`config.mk`:
```
export PLATFORM = sky130hd
export DESIGN_NAME = mem_map_decoder
export DESIGN_NICKNAME = d
export VERILOG_FILES = /design/src/rtl/mem_map_pkg.sv /design/src/rtl/bank_reg.sv /design/src/rtl/region_classify.sv /design/src/rtl/phys_map.sv /design/src/rtl/mem_map_decoder.sv
export SDC_FILE = /design/constraint.sdc
export NUM_CORES = 1
export LEC_CHECK = 0
export ABC_AREA = 1
export BUFFER_PORTS_ARGS = -buffer_cell sky130_fd_sc_hd__clkbuf_2
export CAP_MARGIN = 10
export CORE_AREA = 2 2 39 41
export DETAILED_ROUTE_END_ITERATION = 10
export DIE_AREA = 0 0 41 43
export PLACE_DENSITY = 0.68
export SLEW_MARGIN = 40
export SYNTH_ARGS = -nofsm -noshare
export SYNTH_HDL_FRONTEND = slang
export SYNTH_SLANG_ARGS = --single-unit
export TNS_END_PERCENT = 50
```
`constraint.sdc`:
```
create_clock -name clk -period 0.8 [get_ports clk]
set_input_delay 0.12 -clock clk [delete_from_list [all_inputs] [get_ports clk]]
set_output_delay 0.12 -clock clk [all_outputs]
set_load 0.05 [all_outputs]
```
`src/rtl/mem_map_pkg.sv`:
```
package mem_map_pkg;

    typedef enum logic [1:0] {
        RGN_WINDOW = 2'd0,
        RGN_FIXED  = 2'd1,
        RGN_DEVICE = 2'd2,
        RGN_TOP    = 2'd3
    } region_e;

endpackage

```
`src/rtl/bank_reg.sv`:
```
module bank_reg #(
    parameter int          ADDR_W   = 16,
    parameter int          BANK_W   = 3,
    parameter logic [15:0] REG_ADDR = 16'hAFF0
) (
    input  logic              clk,
    input  logic              rst_n,
    input  logic [ADDR_W-1:0] cpu_addr,
    input  logic              cpu_rd_n,
    input  logic              bank_wr_stb,
    input  logic [BANK_W-1:0] cpu_data_lo,
    output logic [BANK_W-1:0] bank_q
);

    typedef struct packed {
        logic [BANK_W-1:0] bank;
    } state_t;

    state_t state_d;
    state_t state_q;
    logic   hit;

    always_comb begin
        hit     = bank_wr_stb && !cpu_rd_n && (cpu_addr == ADDR_W'(REG_ADDR));
        state_d = state_q;
        if (hit) begin
            state_d.bank = cpu_data_lo;
        end
    end

    always_ff @(posedge clk or negedge rst_n) begin
        if (!rst_n) begin
            state_q <= '0;
        end else begin
            state_q <= state_d;
        end
    end

    assign bank_q = state_q.bank;

    AST_BANK_LOAD: assert property (@(posedge clk) disable iff (!rst_n)
        (bank_wr_stb && !cpu_rd_n && cpu_addr == ADDR_W'(REG_ADDR))
        |=> bank_q == $past(cpu_data_lo));

    AST_BANK_HOLD: assert property (@(posedge clk) disable iff (!rst_n)
        !(bank_wr_stb && !cpu_rd_n && cpu_addr == ADDR_W'(REG_ADDR))
        |=> $stable(bank_q));

endmodule

```
`src/rtl/region_classify.sv`:
```
module region_classify
    import mem_map_pkg::*;
#(
    parameter int          ADDR_W     = 16,
    parameter logic [15:0] FIXED_BASE = 16'h4000,
    parameter logic [15:0] DEV_BASE   = 16'hA000,
    parameter logic [15:0] TOP_BASE   = 16'hB000
) (
    input  logic [ADDR_W-1:0] cpu_addr,
    output region_e           region
);

    always_comb begin
        if (cpu_addr < ADDR_W'(FIXED_BASE)) begin
            region = RGN_WINDOW;
        end else if (cpu_addr < ADDR_W'(DEV_BASE)) begin
            region = RGN_FIXED;
        end else if (cpu_addr < ADDR_W'(TOP_BASE)) begin
            region = RGN_DEVICE;
        end else begin
            region = RGN_TOP;
        end
    end

endmodule

```
`src/rtl/phys_map.sv`:
```
module phys_map
    import mem_map_pkg::*;
#(
    parameter int ADDR_W = 16,
    parameter int BANK_W = 3,
    parameter int WIN_W  = 14,
    localparam int PHYS_W = BANK_W + WIN_W
) (
    input  region_e           region,
    input  logic [ADDR_W-1:0] cpu_addr,
    input  logic [BANK_W-1:0] bank,
    output logic [PHYS_W-1:0] ram_addr
);

    always_comb begin
        if (region == RGN_WINDOW) begin
            ram_addr = {bank, cpu_addr[WIN_W-1:0]};
        end else begin
            ram_addr = PHYS_W'(cpu_addr);
        end
    end

endmodule

```
`src/rtl/mem_map_decoder.sv`:
```
module mem_map_decoder
    import mem_map_pkg::*;
#(
    parameter int          ADDR_W     = 16,
    parameter int          BANK_W     = 3,
    parameter logic [15:0] FIXED_BASE = 16'h4000,
    parameter logic [15:0] DEV_BASE   = 16'hA000,
    parameter logic [15:0] TOP_BASE   = 16'hB000,
    parameter logic [15:0] REG_ADDR   = 16'hAFF0,
    localparam int WIN_W  = ADDR_W - 2,
    localparam int PHYS_W = BANK_W + WIN_W
) (
    input  logic              clk,
    input  logic              rst_n,
    input  logic [ADDR_W-1:0] cpu_addr,
    input  logic              cpu_rd_n,
    input  logic              bank_wr_stb,
    input  logic [BANK_W-1:0] cpu_data_lo,
    input  logic              ram_only,
    output logic              ram_sel,
    output logic              rom_sel,
    output logic              io_sel,
    output logic [PHYS_W-1:0] ram_addr,
    output logic              ram_we
);

    logic [BANK_W-1:0] bank_q;
    region_e           region;

    bank_reg #(
        .ADDR_W   (ADDR_W),
        .BANK_W   (BANK_W),
        .REG_ADDR (REG_ADDR)
    ) u_bank (
        .clk         (clk),
        .rst_n       (rst_n),
        .cpu_addr    (cpu_addr),
        .cpu_rd_n    (cpu_rd_n),
        .bank_wr_stb (bank_wr_stb),
        .cpu_data_lo (cpu_data_lo),
        .bank_q      (bank_q)
    );

    region_classify #(
        .ADDR_W     (ADDR_W),
        .FIXED_BASE (FIXED_BASE),
        .DEV_BASE   (DEV_BASE),
        .TOP_BASE   (TOP_BASE)
    ) u_region (
        .cpu_addr (cpu_addr),
        .region   (region)
    );

    phys_map #(
        .ADDR_W (ADDR_W),
        .BANK_W (BANK_W),
        .WIN_W  (WIN_W)
    ) u_phys (
        .region   (region),
        .cpu_addr (cpu_addr),
        .bank     (bank_q),
        .ram_addr (ram_addr)
    );

    always_comb begin
        ram_sel = 1'b0;
        rom_sel = 1'b0;
        io_sel  = 1'b0;
        unique case (region)
            RGN_WINDOW, RGN_FIXED: ram_sel = 1'b1;
            RGN_DEVICE:            io_sel  = 1'b1;
            RGN_TOP: begin
                if (ram_only) begin
                    ram_sel = 1'b1;
                end else begin
                    rom_sel = 1'b1;
                end
            end
            default: io_sel = 1'b0;
        endcase
        ram_we = ram_sel && !cpu_rd_n;
    end

    AST_ONE_SELECT: assert property (@(posedge clk) disable iff (!rst_n)
        $countones({ram_sel, rom_sel, io_sel}) == 1);

    AST_ROM_NO_WE: assert property (@(posedge clk) disable iff (!rst_n)
        rom_sel |-> !ram_we);

    AST_WE_NEEDS_RAM: assert property (@(posedge clk) disable iff (!rst_n)
        ram_we |-> (ram_sel && !cpu_rd_n));

    AST_WINDOW_BANK: assert property (@(posedge clk) disable iff (!rst_n)
        (cpu_addr < ADDR_W'(FIXED_BASE)) |-> (ram_addr[PHYS_W-1:WIN_W] == bank_q));

    AST_FIXED_IDENT: assert property (@(posedge clk) disable iff (!rst_n)
        (cpu_addr >= ADDR_W'(FIXED_BASE) && cpu_addr < ADDR_W'(DEV_BASE))
        |-> (ram_sel && ram_addr == PHYS_W'(cpu_addr)));

    AST_DEVICE_ONLY: assert property (@(posedge clk) disable iff (!rst_n)
        (cpu_addr >= ADDR_W'(DEV_BASE) && cpu_addr < ADDR_W'(TOP_BASE))
        |-> (io_sel && !ram_sel && !rom_sel));

    AST_TOP_RAM_ONLY: assert property (@(posedge clk) disable iff (!rst_n)
        (ram_only && cpu_addr >= ADDR_W'(TOP_BASE))
        |-> (ram_sel && ram_addr == PHYS_W'(cpu_addr)));

endmodule

```
==> Word-level counts from Yosys, hierarchy flattened <==
Index checks and enable logic that the tools add are counted.
{ "word_totals": {"regBits": 3, "input_bits": 24, "output_inout_bits": 21, "word_cells": 23} }
{ "op_classes": {"magnitude_cmp": 3, "n_eq_ne": 4, "muxes": 9, "reduce_logical": 6} }
{ "op_table": {"columns": ["operator", "n"], "rows": [
  ["16-bit less-than comparator (second input constant)", 2],
  ["17-bit 2-to-1 mux", 1],
  ["16-bit == test (second input constant)", 1],
  ["16-bit by 15-bit less-than comparator with 1-bit output (second input constant)", 1],
  ["1-bit 2-to-1 mux", 5],
  ["2-bit == test (second input constant)", 2],
  ["2-bit 2-to-1 mux", 2],
  ["1-bit logical AND", 3],
  ["2-bit by 1-bit == test with 1-bit output (second input constant)", 1],
  ["2-bit zero test", 1],
  ["1-bit case mux with 2 select lines", 1],
  ["2-bit OR reduction", 1],
  ["1-bit zero test", 1]
]} }

==> Longest topological paths before layout <==
{ "logic_depth": {"depth_word": 8, "ltp_mapped": 7, "mapped_depth_nobuf": 7} }

==> Hierarchy <==
Synthesis repeated with hierarchy kept, for this count alone.
{ "hier_totals": {"hier_cells": 79, "hier_area_um2": 470.5} }
{ "modules_own_cells": {"columns": ["module", "n_inst", "cells_per_inst", "area_per_inst_um2", "seq_area_each_um2"], "rows": [
  ["bank_reg", 1, 44, 269.0, 75.1],
  ["phys_map", 1, 22, 143.9, 0.0],
  ["mem_map_decoder", 1, 7, 31.3, 0.0],
  ["region_classify", 1, 6, 26.3, 0.0]
]} }

==> Worst setup path before layout <==
No wires, ideal clock.
{ "synth_timing": {"path_type": "input-to-output", "startpoint": "in cpu_addr[12]", "endpoint": "out ram_we", "t_arrival_ns": 1.615, "required_time_ns": 0.680, "path_slack_ns": -0.935, "path_stages": 4, "n_path_buf": 0, "cell_sequence": "nor2_2 nand3_2 inv_1 nor3_1"} }
{ "synth_between": {"elab_chain_len": 8, "elab_cells_between_ends": 12, "cone_classes": "order compare (3); eq/ne (2); mux (4); reduce/logical (3)"} }
{ "synth_lines": {"columns": ["element", "line", "text"], "rows": [
  ["start: declaration", "mem_map_decoder.sv:15", "input logic [ADDR_W-1:0] cpu_addr,"],
  ["16-bit less-than comparator", "region_classify.sv:18", "end else if (cpu_addr < ADDR_W'(TOP_BASE)) begin"],
  ["1-bit 2-to-1 mux", "region_classify.sv:18", null],
  ["2-bit 2-to-1 mux", "region_classify.sv:16", "end else if (cpu_addr < ADDR_W'(DEV_BASE)) begin"],
  ["2-bit 2-to-1 mux *", "region_classify.sv:14", "if (cpu_addr < ADDR_W'(FIXED_BASE)) begin"],
  ["2-bit by 1-bit == test with 1-bit output / 2-bit zero test (equally long branches)", "mem_map_decoder.sv:69", "unique case (region)"],
  ["2-bit OR reduction", "mem_map_decoder.sv:69", null],
  ["1-bit case mux with 2 select lines *", "mem_map_decoder.sv:69", null],
  ["1-bit logical AND *", "mem_map_decoder.sv:81", "ram_we = ram_sel && !cpu_rd_n;"],
  ["end: declaration", "mem_map_decoder.sv:24", "output logic ram_we"]
]} }
Every way passes the cells marked *; elsewhere a longest branch is shown, timed or not.

==> Worst setup path in the final report <==
{ "layout_timing": {"startpoint": "reg u_bank.state_q, in the netlist u_bank.bank_q[2]", "endpoint": "out ram_addr[16]"} }
{ "layout_between": {"elab_chain_len": 1} }
{ "layout_lines": {"columns": ["element", "line", "text"], "rows": [
  ["start: declaration", "bank_reg.sv:20", "state_t state_q;"],
  ["start signal: assignment", "bank_reg.sv:35", "state_q <= state_d;"],
  ["17-bit 2-to-1 mux", "phys_map.sv:16", "if (region == RGN_WINDOW) begin"],
  ["end: declaration", "mem_map_decoder.sv:23", "output logic [PHYS_W-1:0] ram_addr,"]
]} }
No other way between the ends.

==> results.toml <==
[timing]
setup_ws_ps = -272
timing.final.hold_violations = 0
setup_viol = 7
slew_headroom_pct = 81.2
skew_ps = 0
worstMarginPinSlew_ps = 283
whs_ps = 117
timing.setup.tns_ps = -1170
min_period_ps = 1070
finalCritPeriodShare_pct = 134
rsz0062_at_grt = "yes"
max_freq_ghz = 0.933
slew_violations = 0

[detailed_routing]
num_vias = 484
drcViolationCount = 0
wl_um = 946
ant_nets = 0
wl_per_cell_um = 8.45
dr.pass1.iters = 5
drt-vias-per-instance = 4.32
drtIter0Drc = 9

[critical_path]
rr_startpoint = "u_bank.bank_q[2]"
worstPathMaxFanout = 2
crit_chain = "nor3b_4 > buf_8"
cpMaxStageDelayCell = "dfrtp_1"
crit_path_end_kind = "output port"
r2r_slack_ps = 100
crit_type = "register to output port"
arrival_ps = 950
cp.required_ps = 680
startpoint = "u_bank.bank_q[2]"
max_stage_delay_ps = 340
startpoint_type = "register"

[floorplanning]
die-area_um2 = 1760
num_rows = 14
initial_utilization_pct = 25.9
die_w_um = 41
die_y_um = 43
core_area_um2 = 1380
boundaryPins = 45

[cts]
clock-sinks = 3
clockRootBuffer = "clkbuf_4"
clk_pin_slew_ps = 40
cts_tree = "built"
cts.path.max_buffers = 2
htree_num_levels = 1
insertion_delay_ps = 230
cts_made_buffers = 3

[place]
dp_hpwl_um = 798
place.gp.congestion = 0.659
portBuffers = 44

[global_route]
grtUsageTotal_pct = 12.7
grt_start_max_net_pins = 5
antenna_found_initial = 0
grt_pass1_vias = 436
grt_pass1_wl_mm = 1.48
overflow = 0

[layout]
largest_reg_flops = 3
fillCellCount = 146
postLayoutCoreUtil_pct = 52.1
area_growth_syn_to_layout_pct = 101
fin_nets = 121
diodes = 0
drive_above_1_share_pct = 68.8

[yosys]
synth_cell_type_count = 13
yosys_register_bits = 3
synth_top_area_share_pct = 29.3
ys_seq_area_share_pct = 20.9
ys_warn_count = 0
syn_area_per_cell_um2 = 6.41
syn_nets = 80
synth.largest_area_cell = "buf_4"
syn_area_um2 = 359
yosys-top-cells-area = "buf_4 29%, dfrtp_1 21%, nand2_1 18%"
syn_inst = 56

[power]
p_total_w = 0.000868
vdd_drop_max_uv = 547
power_density_nw_per_um2 = 1200
p_leak_nw = 0.402

[run]
drv_cap = 0

[min_path]
hp-start = "cpu_data_lo[1]"
min_path_type = "input port to register"

[outcome]
violations = "setup timing"
status = "finished with violations"
[cells in the mapped netlist]
| library cell | n |
|---|---|
| buf_4 | 14 |
| dfrtp_1 | 3 |
| inv_1 | 4 |
| nand2_1 | 17 |
| nand2_2 | 1 |
| nand3_1 | 3 |
| nand3_2 | 1 |
| nor2_1 | 6 |
| nor2_2 | 2 |
| nor2_4 | 1 |
| nor3_1 | 2 |
| nor3b_1 | 1 |
| o21ai_0 | 1 |
[metrics by stage]
stage                     setup slack, ps  cell area [um^2]  instances
after detailed placement             -324               598        107
after global routing                 -345               721        112
after CTS                            -294               713        112
after global placement               -325               598        107
after floorplan                      -367               395         56
final                                -272               721        112
[final cells by class]
| class | instances | area [um^2] | area share [%] |
|---|---|---|---|
| Clock buffer | 4 | 26.3 | 3.65 |
| Inverter | 4 | 17.5 | 2.43 |
| Multi-Input combinational cell | 35 | 215 | 29.9 |
| Sequential cell | 3 | 75.1 | 10.4 |
| Tap cell | 16 | 20.0 | 2.78 |
| Timing Repair Buffer | 50 | 367 | 50.9 |
[cell usage in the layout, fill, tap and decap left out, drive strengths merged]
cell,Yosys,final
buf,14,11
nor3,2,2
o21ai,1,1
dlygate4sd3,0,1
nand3,4,4
dfrtp,3,3
inv,4,4
nand2,18,18
nor2,9,9
clkbuf,0,42
nor3b,1,1
[cell families (layout without fill, tap and decap cells)]
logic type      Yosys count  after routing  share of synthesized area, %
simple gates             34             34                          44.3
buf+inv                  18             58                          33.4
flops                     3              3                          20.9
compound gates            1              1                          1.39
[report_power, final]
part           leakage, nW  internal [W]  total, W  switching [W]
Sequential          0.0419      0.000153  0.000153   0.0000000160
Clock               0.0150      0.000187  0.000270      0.0000824
Combinational        0.345      0.000157  0.000446       0.000288
[critical path, delay by kind of cell (launching register included)]
family                 cells  cell delay (ps)
buffers and inverters      1              170
flip-flops                 1              340
AND/OR/NAND/NOR            1              200
[final timing paths]
kind / to / cells past startpoint
hold / removal: u_bank.bank_q[1] / 3
hold reg to reg: u_bank.bank_q[0] / 2
setup / recovery: ram_addr[16] / 2
setup reg to reg: u_bank.bank_q[2] / 3
min in group asynchronous: u_bank.bank_q[1] / 2
max in group asynchronous: u_bank.bank_q[0] / 2
[per-layer routing]
metal	track usage, %	share of wire [%]	vias up
met4	8.00	0.95	0
met2	23.8	56	32
met1	9.42	30	209
met3	4.71	13	2
li1	-	-	241
met5	0	0	-
[what timing repair did]
item	CTS	global route
buffers inserted	0	0
hold endpoints to repair	3	0
setup endpoints to repair	7	7
hold buffers	1	0
pin swaps	2	2
gates resized for setup	19	5
Note: power is estimated with default switching activity, not from simulation.
